--- src/rtl/flash_status_pkg.sv ---
`timescale 1ns/1ps
package flash_status_pkg;
    localparam int STATUS_W   = 8;
    localparam int N_STICKY   = 4;
    // bit positions of the status word
    localparam int B_READY    = 7;
    localparam int B_ERS_SUSP = 6;
    localparam int B_ERS_ERR  = 5;
    localparam int B_PRG_ERR  = 4;
    localparam int B_VPP_ERR  = 3;
    localparam int B_PRG_SUSP = 2;
    localparam int B_LOCK_ERR = 1;
    localparam int B_BUF_HELD = 0;
    localparam logic [STATUS_W-1:0] RESET_WORD = STATUS_W'(1) << B_READY;
    // index of each sticky bit inside the sticky bank
    localparam int K_ERS  = 0;
    localparam int K_PRG  = 1;
    localparam int K_VPP  = 2;
    localparam int K_LOCK = 3;

    typedef enum logic [2:0] {
        LV_READY     = 3'd0,
        LV_BUSY      = 3'd1,
        LV_BUF_OPEN  = 3'd2,
        LV_BUF_HELD  = 3'd3,
        LV_ERS_SUSP  = 3'd4,
        LV_PRG_SUSP  = 3'd5,
        LV_DUAL_SUSP = 3'd6
    } live_state_t;

    typedef struct packed {
        logic ready;
        logic ers_susp;
        logic prg_susp;
        logic buf_held;
    } live_bits_t;
endpackage

--- src/rtl/status_live_fsm.sv ---
`timescale 1ns/1ps
module status_live_fsm
    import flash_status_pkg::*;
(
    input  logic       clk,
    input  logic       rst,
    input  logic       wsm_busy,
    input  logic       prg_susp,
    input  logic       ers_susp,
    input  logic       buf_mode,
    input  logic       buf_full,
    output live_bits_t live
);
    live_state_t state_q, state_d;

    // next-state choice: busy has priority, then suspend levels
    always_comb begin
        if (wsm_busy) begin
            if (!buf_mode)     state_d = LV_BUSY;
            else if (buf_full) state_d = LV_BUF_HELD;
            else               state_d = LV_BUF_OPEN;
        end else begin
            unique case ({prg_susp, ers_susp})
                2'b11:   state_d = LV_DUAL_SUSP;
                2'b10:   state_d = LV_PRG_SUSP;
                2'b01:   state_d = LV_ERS_SUSP;
                default: state_d = LV_READY;
            endcase
        end
    end

    always_ff @(posedge clk) begin
        if (rst) state_q <= LV_READY;
        else     state_q <= state_d;
    end

    // output decode
    always_comb begin
        live = '0;
        unique case (state_q)
            LV_READY:     live.ready = 1'b1;
            LV_BUSY:      live = '0;
            LV_BUF_OPEN:  live = '0;
            LV_BUF_HELD:  live.buf_held = 1'b1;
            LV_ERS_SUSP:  begin live.ready = 1'b1; live.ers_susp = 1'b1; end
            LV_PRG_SUSP:  begin live.ready = 1'b1; live.prg_susp = 1'b1; end
            LV_DUAL_SUSP: begin
                live.ready    = 1'b1;
                live.ers_susp = 1'b1;
                live.prg_susp = 1'b1;
            end
            default:      live.ready = 1'b1;
        endcase
    end
endmodule

--- src/rtl/status_sticky_cell.sv ---
`timescale 1ns/1ps
module status_sticky_cell (
    input  logic clk,
    input  logic rst,
    input  logic set,
    input  logic clr,
    output logic q
);
    // set has priority over clear so a new error is never lost
    always_ff @(posedge clk) begin
        if (rst)      q <= 1'b0;
        else if (set) q <= 1'b1;
        else if (clr) q <= 1'b0;
    end
endmodule

--- src/rtl/status_sticky_bank.sv ---
`timescale 1ns/1ps
module status_sticky_bank #(
    parameter int N = 4
) (
    input  logic         clk,
    input  logic         rst,
    input  logic [N-1:0] set,
    input  logic         clr,
    output logic [N-1:0] q
);
    for (genvar i = 0; i < N; i++) begin : g_cell
        status_sticky_cell u_cell (
            .clk (clk),
            .rst (rst),
            .set (set[i]),
            .clr (clr),
            .q   (q[i])
        );
    end
endmodule

--- src/rtl/flash_status_reg.sv ---
`timescale 1ns/1ps
module flash_status_reg
    import flash_status_pkg::*;
(
    input  logic                clk,
    input  logic                rst,
    input  logic                wsm_busy,
    input  logic                prg_susp,
    input  logic                ers_susp,
    input  logic                buf_mode,
    input  logic                buf_full,
    input  logic                ev_ers_fail,
    input  logic                ev_prg_fail,
    input  logic                ev_vpp_low,
    input  logic                ev_lock_abort,
    input  logic                ev_seq_err,
    input  logic                clr_stat,
    output logic [STATUS_W-1:0] status
);
    live_bits_t          live;
    logic [N_STICKY-1:0] sticky_set;
    logic [N_STICKY-1:0] sticky_q;

    status_live_fsm u_live (
        .clk      (clk),
        .rst      (rst),
        .wsm_busy (wsm_busy),
        .prg_susp (prg_susp),
        .ers_susp (ers_susp),
        .buf_mode (buf_mode),
        .buf_full (buf_full),
        .live     (live)
    );

    // a sequence error marks both the erase and program error bits
    always_comb begin
        sticky_set         = '0;
        sticky_set[K_ERS]  = ev_ers_fail | ev_seq_err;
        sticky_set[K_PRG]  = ev_prg_fail | ev_seq_err;
        sticky_set[K_VPP]  = ev_vpp_low;
        sticky_set[K_LOCK] = ev_lock_abort;
    end

    status_sticky_bank #(.N(N_STICKY)) u_sticky (
        .clk (clk),
        .rst (rst),
        .set (sticky_set),
        .clr (clr_stat),
        .q   (sticky_q)
    );

    always_comb begin
        status             = '0;
        status[B_READY]    = live.ready;
        status[B_ERS_SUSP] = live.ers_susp;
        status[B_PRG_SUSP] = live.prg_susp;
        status[B_BUF_HELD] = live.buf_held;
        status[B_ERS_ERR]  = sticky_q[K_ERS];
        status[B_PRG_ERR]  = sticky_q[K_PRG];
        status[B_VPP_ERR]  = sticky_q[K_VPP];
        status[B_LOCK_ERR] = sticky_q[K_LOCK];
    end
endmodule

--- config.mk ---
export PLATFORM = sky130hd
export DESIGN_NAME = flash_status_reg
export DESIGN_NICKNAME = d
export VERILOG_FILES = /design/src/rtl/flash_status_pkg.sv /design/src/rtl/status_live_fsm.sv /design/src/rtl/status_sticky_cell.sv /design/src/rtl/status_sticky_bank.sv /design/src/rtl/flash_status_reg.sv
export SDC_FILE = /design/constraint.sdc
export NUM_CORES = 1
export LEC_CHECK = 0
export BUFFER_PORTS_ARGS = -buffer_cell sky130_fd_sc_hd__buf_2
export CAP_MARGIN = 30
export CORE_AREA = 2 2 39 41
export DETAILED_ROUTE_END_ITERATION = 12
export DIE_AREA = 0 0 41 43
export PLACE_DENSITY = 0.55
export SLEW_MARGIN = 20
export SYNTH_ARGS = -nofsm -noshare
export SYNTH_HDL_FRONTEND = slang
export SYNTH_SLANG_ARGS = --single-unit
--- constraint.sdc ---
create_clock -name clk -period 0.8 [get_ports clk]
set_input_delay 0.04 -clock clk [delete_from_list [all_inputs] [get_ports clk]]
set_output_delay 0.04 -clock clk [all_outputs]
set_load 0.01 [all_outputs]
==> results of run 1 <==
## flip-flops by register name, indices dropped and copies added (netlist names)
| name | cells |
|---|---|
| u_sticky.g_cell.u_cell.q | 4 |
| u_live.state_q | 3 |
## kinds of logic (layout without fill, tap and decap cells)
| logic type | count (synthesis) | after routing | synth area share [%] |
|---|---|---|---|
| AOI/OAI and AO/OA | 7 | 7 | 14.0 |
| xor gates and xnor gates | 1 | 1 | 2.71 |
| buffers and inverters | 7 | 28 | 12.8 |
| DFF | 7 | 7 | 43.4 |
| and+or+nand+nor | 16 | 16 | 27.1 |
## synthesized netlist by cell type (all sizes together)
cell type	number
dfxtp	7
inv	3
nor2	4
o21bai	1
nand2b	5
and2	1
buf	4
nor3	1
and3b	1
nand3b	1
nor2b	1
nand2	2
a211oi	1
a21oi	5
xor2	1
## critical path, stage by stage, from the launching register on
cell	delay, ps
dfxtp_2	320
xor2_1	140
and2_1	120
buf_2	130
## layer usage
layer  global-route usage, %  wire [um]  vias up
met5                       0          0        -
met4                    8.00          0        0
met3                    1.57         31        0
met2                    10.3        301        8
met1                    8.12        244      117
li1                        -          -      161
## what timing repair did
| item | 4_1_cts | 5_1_grt |
|---|---|---|
| pin swaps | 3 | 1 |
| gates resized for setup | 3 | 0 |
| hold buffers | 1 | 0 |
| setup endpoints to repair | 4 | 4 |
| hold endpoints to repair | 1 | 0 |
## area by class of cell
cell class	count	area (um^2)
clock buffer	4	26.3
timing repair buffer	21	110
multi-input combinational	24	141
tap	16	20.0
fill	151	931
inverter	3	11.3
sequential	7	144
## how the worst min path moves through the flow
stage	end	slack, ps
floorplan	u_live.state_q[0]$_SDFF_PP0_	100
CTS	u_sticky.g_cell[3].u_cell.q$_SDFFE_PP0P_	30
detailed placement	u_live.state_q[2]$_SDFF_PP0_	260
finish	u_sticky.g_cell[2].u_cell.q$_SDFFE_PP0P_	30
global route	u_sticky.g_cell[2].u_cell.q$_SDFFE_PP0P_	30
global placement	u_live.state_q[2]$_SDFF_PP0_	260
## power by group through the flow
| stage | sequential, mW | clock (mW) | combinational [mW] |
|---|---|---|---|
| after floorplan | 0.391 | 0 | 0.0748 |
| after global placement | 0.392 | 0 | 0.121 |
| after detailed placement | 0.393 | 0 | 0.122 |
| after CTS | 0.389 | 0.317 | 0.127 |
| after global routing | 0.391 | 0.347 | 0.142 |
| final | 0.388 | 0.307 | 0.125 |
## stage by stage
stage                     std cells  setup slack (ps)  util, %  power (mW)  cell area (um^2)
final                            75              -198     32.7       0.820               453
after floorplan                  38               105        -       0.466               323
after global placement           70              34.9     29.8       0.513               413
after detailed placement         70              21.7     29.8       0.516               413
after CTS                        75              -209     32.7       0.832               453
after global routing             75              -283     32.7       0.879               453
==> qor.csv, run 1 <==
metric,value,unit
critical path startpoint,u_live.state_q[1]$_SDFF_PP0_,
Mean Syn Cell Area,8.50,um^2
Die Y,43,um
failing checks,negative setup slack,
Finish-stage setup viols,4,
CTS Sinks,7,
hold_ws,27.0,ps
PD cells,1810,mW/mm^2
top cell type's share of synthesized area,43.4,%
dominant cell type by area after synthesis,dfxtp_1,
RSZ-0062 raised after global routing,yes,
vias in the first global route,223,
Crit Path Max Fanout,3,
outcome,"finished, violations left",
dpl hpwl,472,um
Int Pwr,0.631,mW
CP Capture Point,status[2],
"top cells by area, synth","dfxtp_1 (43%), nand2b_1 (9.7%), buf_4 (9.3%), a21oi_1 (7.8%), nor2_1 (4.7%)",
hold_sp,ev_vpp_low,
CTS tree,done,
Comb power frac,15.2,%
Total Nets Final,73,
"commonest non-fill, non-tap cell in the layout",buf_2,
initial antenna violation count,0,
relative max-transition margin,90.3,%
Final Skew,0,ps
starting density of the core,23.3,%
"commonest cells after routing, fill and taps aside","buf_2 (20), nand2b_1 (5), a21oi_1 (5), nor2_1 (4), dfxtp_1 (4)",
unique cell type count in the Yosys netlist,15,
critical path class,flip-flop to output port,
sw power,0.189,mW
"Area growth, synth to finish",40.3,%
Die ar.,0.00176,mm^2
reg2reg end,u_sticky.g_cell[1].u_cell.q$_SDFFE_PP0P_,
clock root buffer,clkbuf_4,
reg2reg setup slack,230,ps
slew of the pin with the lowest slew margin,146,ps
Synth Cell Area,323,um^2
Min-Delay Path Depth,3,
Synth warnings,0,
WP data arrival,960,ps
# Max-Cap Violations,0,
worst path required time,760,ps
1st-iter DRT viols,4,
CTS clock-pin slew for the worst setup and hold paths,50,ps
post-CTS setup buffer count,0,
share of layout cells above drive strength 1,45.8,%
TritonRoute pass-1 iters,4,
vias per cell,3.81,
fmax,1000,MHz
min-delay worst type,primary input to flip-flop,
Wirelength per Cell,7.69,um
Setup TNS,-417,ps
register bit count reported by yosys,7,
row cnt,14,
syn nets,51,
first-pass GRT wire length,821,um
Final ANT Viol Nets,0,
Switching Share,23.0,%
IO Port Bufs,20,
H-tree depth,1,
endpoint class of the critical path,output port,
r2r worst-path depth,2,
part of the cycle the worst path needs,125,%
launching point of the worst reg2reg path,u_sticky.g_cell[1].u_cell.q$_SDFFE_PP0P_,
CTS max path bufs,2,
Routed WL,577,um
maximum vdd drop,585,uV
element type at the critical path start,flip-flop,
sequential cell area fraction in the yosys report,43.4,%
Final Hold Fails,0,
Placeable Area,0.00138,mm^2
clock share of power,37.4,%
grt ovf,0,
cts bufs inserted,3,
"Slew Viols, Final",0,
Boundary Pins,21,
sequential power share,47.3,%
total track usage,7.35,%
Leak,0.236,nW
Syn Inst Count,38,
clk_lat worst skew,240,ps
Chip Width,41,um
gpl congestion,0.678,
Final min period,998,ps
final worst setup slack,-198,ps
DR vias,286,
Antenna diodes,0,
residual DRC count,0,
largest net degree at the start of global routing,8,
Power figures use the tool's default switching activity.
==> run 2, diff against run 1 <==
HOLD_SLACK_MARGIN = 0.1   (was default)
==> qor.csv, run 2 (same netlist as run 1, synthesis figures left out) <==
metric,value,unit,change
Int Pwr,0.665,mW,+5.3%
part of the cycle the worst path needs,125,%,+0.21 points
DR vias,330,,+15%
Final Hold Fails,0,,unchanged
gpl congestion,0.678,,unchanged
Final min period,1000,ps,+1.68 ps
post-CTS setup buffer count,0,,unchanged
Antenna diodes,0,,unchanged
max reg flops,4,,unchanged
Die ar.,0.00176,mm^2,unchanged
H-tree depth,1,,unchanged
overall power,0.863,mW,+5.2%
CTS max path bufs,2,,unchanged
residual DRC count,0,,unchanged
"non-filler cells, final",85,,+13%
total track usage,8.76,%,+1.4 points
dpl hpwl,472,um,unchanged
crit-path max cell delay,320,ps,about the same
"commonest non-fill, non-tap cell in the layout",buf_2,,
RSZ-0062 raised after global routing,yes,,
clock root buffer,clkbuf_4,,
Leak,0.286,nW,+22%
vias in the first global route,272,,+22%
slew of the pin with the lowest slew margin,147,ps,+1.19 ps
Routed WL,686,um,+19%
first-pass GRT wire length,1.01,mm,+23%
critical path class,flip-flop to output port,,
Finish-stage setup viols,4,,unchanged
outcome,"finished, violations left",,
grt ovf,0,,unchanged
Crit Path Max Fanout,3,,unchanged
"Max stage delay cell, worst path",dfxtp_2,,
relative max-transition margin,90.2,%,about the same
Comb power frac,19.4,%,+4.2 points
"Slew Viols, Final",0,,unchanged
Placement Cell Area,413,um^2,unchanged
PD cells,1540,mW/mm^2,-15%
1st-iter DRT viols,5,,+1
Switching Share,23.0,%,-0.043 points
WP data arrival,960,ps,about the same
CTS tree,done,,
design area,559,um^2,+23%
clk_lat worst skew,240,ps,about the same
element type at the critical path start,flip-flop,,
Wirelength per Cell,8.07,um,+4.9%
IO Port Bufs,20,,unchanged
initial antenna violation count,0,,unchanged
Cells after DPL,70,,unchanged
share of layout cells above drive strength 1,40.6,%,-5.2 points
worst path required time,760,ps,about the same
Final Util,40.4,%,+7.7 points
final worst setup slack,-200,ps,-1.68 ps
CTS Sinks,7,,unchanged
Top Registers,"u_sticky.g_cell.u_cell.q x4, u_live.state_q x3",,
starting density of the core,23.3,%,unchanged
cts bufs inserted,3,,unchanged
maximum vdd drop,591,uV,+1.1%
Chip Width,41,um,unchanged
# Max-Cap Violations,0,,unchanged
Placeable Area,0.00138,mm^2,unchanged
sequential power share,45.0,%,-2.3 points
CP Cell Sequence,xor2_1 > and2_1 > buf_2,,
Final ANT Viol Nets,0,,unchanged
row cnt,14,,unchanged
most flop-heavy register,u_sticky.g_cell.u_cell.q,,
clock share of power,35.7,%,-1.7 points
sw power,0.199,mW,+5.1%
reg2reg setup slack,200,ps,-30 ps
failing checks,negative setup slack,,
"Area growth, synth to finish",73.3,%,
TritonRoute pass-1 iters,4,,unchanged
vias per cell,3.88,,+1.8%
CTS clock-pin slew for the worst setup and hold paths,50,ps,about the same
Boundary Pins,21,,unchanged
fmax,1000,MHz,-0.17%
min-delay worst type,primary input to flip-flop,,
Die Y,43,um,unchanged
Final Skew,0,ps,unchanged
largest net degree at the start of global routing,8,,unchanged
Total Nets Final,83,,+14%
"commonest cells after routing, fill and taps aside","buf_2 (20), dlygate4sd3_1 (10), nand2b_1 (5)",,
endpoint class of the critical path,output port,,
run 2: cell types whose count changed in the layout (fill, tap and decap cells not counted), sizes merged:
cell / previous run / this run
dlymetal6s4s: 0 / 1
dlygate4sd3: 1 / 10
run 2: layout make-up:
type | instances | area, um^2
multi-input cells | 24 | 145
fillers | 142 | 825
flip-flops and latches | 7 | 144
inverters | 3 | 11.3
clock buffers | 4 | 26.3
well taps | 16 | 20.0
repair buffers | 31 | 213
run 2: path summary, 6_finish.rpt:
kind                            cells after the start                                  endpoint                                     start
worst max-delay path                                3                                 status[2]              u_live.state_q[1]$_SDFF_PP0_
worst min-delay path                                3              u_live.state_q[0]$_SDFF_PP0_                                  ers_susp
worst max register to register                      2  u_sticky.g_cell[1].u_cell.q$_SDFFE_PP0P_  u_sticky.g_cell[1].u_cell.q$_SDFFE_PP0P_
worst min register to register                      2  u_sticky.g_cell[2].u_cell.q$_SDFFE_PP0P_  u_sticky.g_cell[2].u_cell.q$_SDFFE_PP0P_
run 2: repair_timing:
item,CTS,global route
hold buffers,11,0
setup endpoints to repair,4,6
hold endpoints to repair,7,0
pin swaps,3,3
gates resized for setup,3,2
run 2: per-layer routing:
metal,share of wire (%),global-route usage (%)
met1,42,9.42
met2,54,13.4
met3,4.5,1.57
met4,0,8.00
met5,0,0
run 2: power by group through the flow:
stage / combinational (mW) / clock [mW] / sequential, mW
2_1_floorplan: 0.0748 / 0 / 0.391
3_3_place_gp: 0.121 / 0 / 0.392
3_5_place_dp: 0.122 / 0 / 0.393
4_1_cts: 0.164 / 0.317 / 0.389
5_1_grt: 0.185 / 0.347 / 0.390
6_report: 0.167 / 0.308 / 0.388
run 2: metrics by stage:
step,worst slack (ps),TNS [ps],hold slack (ps)
after floorplan,105,0,105
after CTS,-209,-478,86.3
after global placement,34.9,0,259
after detailed placement,21.7,0,259
final,-200,-424,92.6
after global routing,-283,-657,103
run 2: worst max-delay path, delay by kind of cell, from the launching register on:
family,cells,cell delay (ps)
DFF,1,320
buffers and inverters,1,130
and+or+nand+nor,1,120
xor gates and xnor gates,1,140
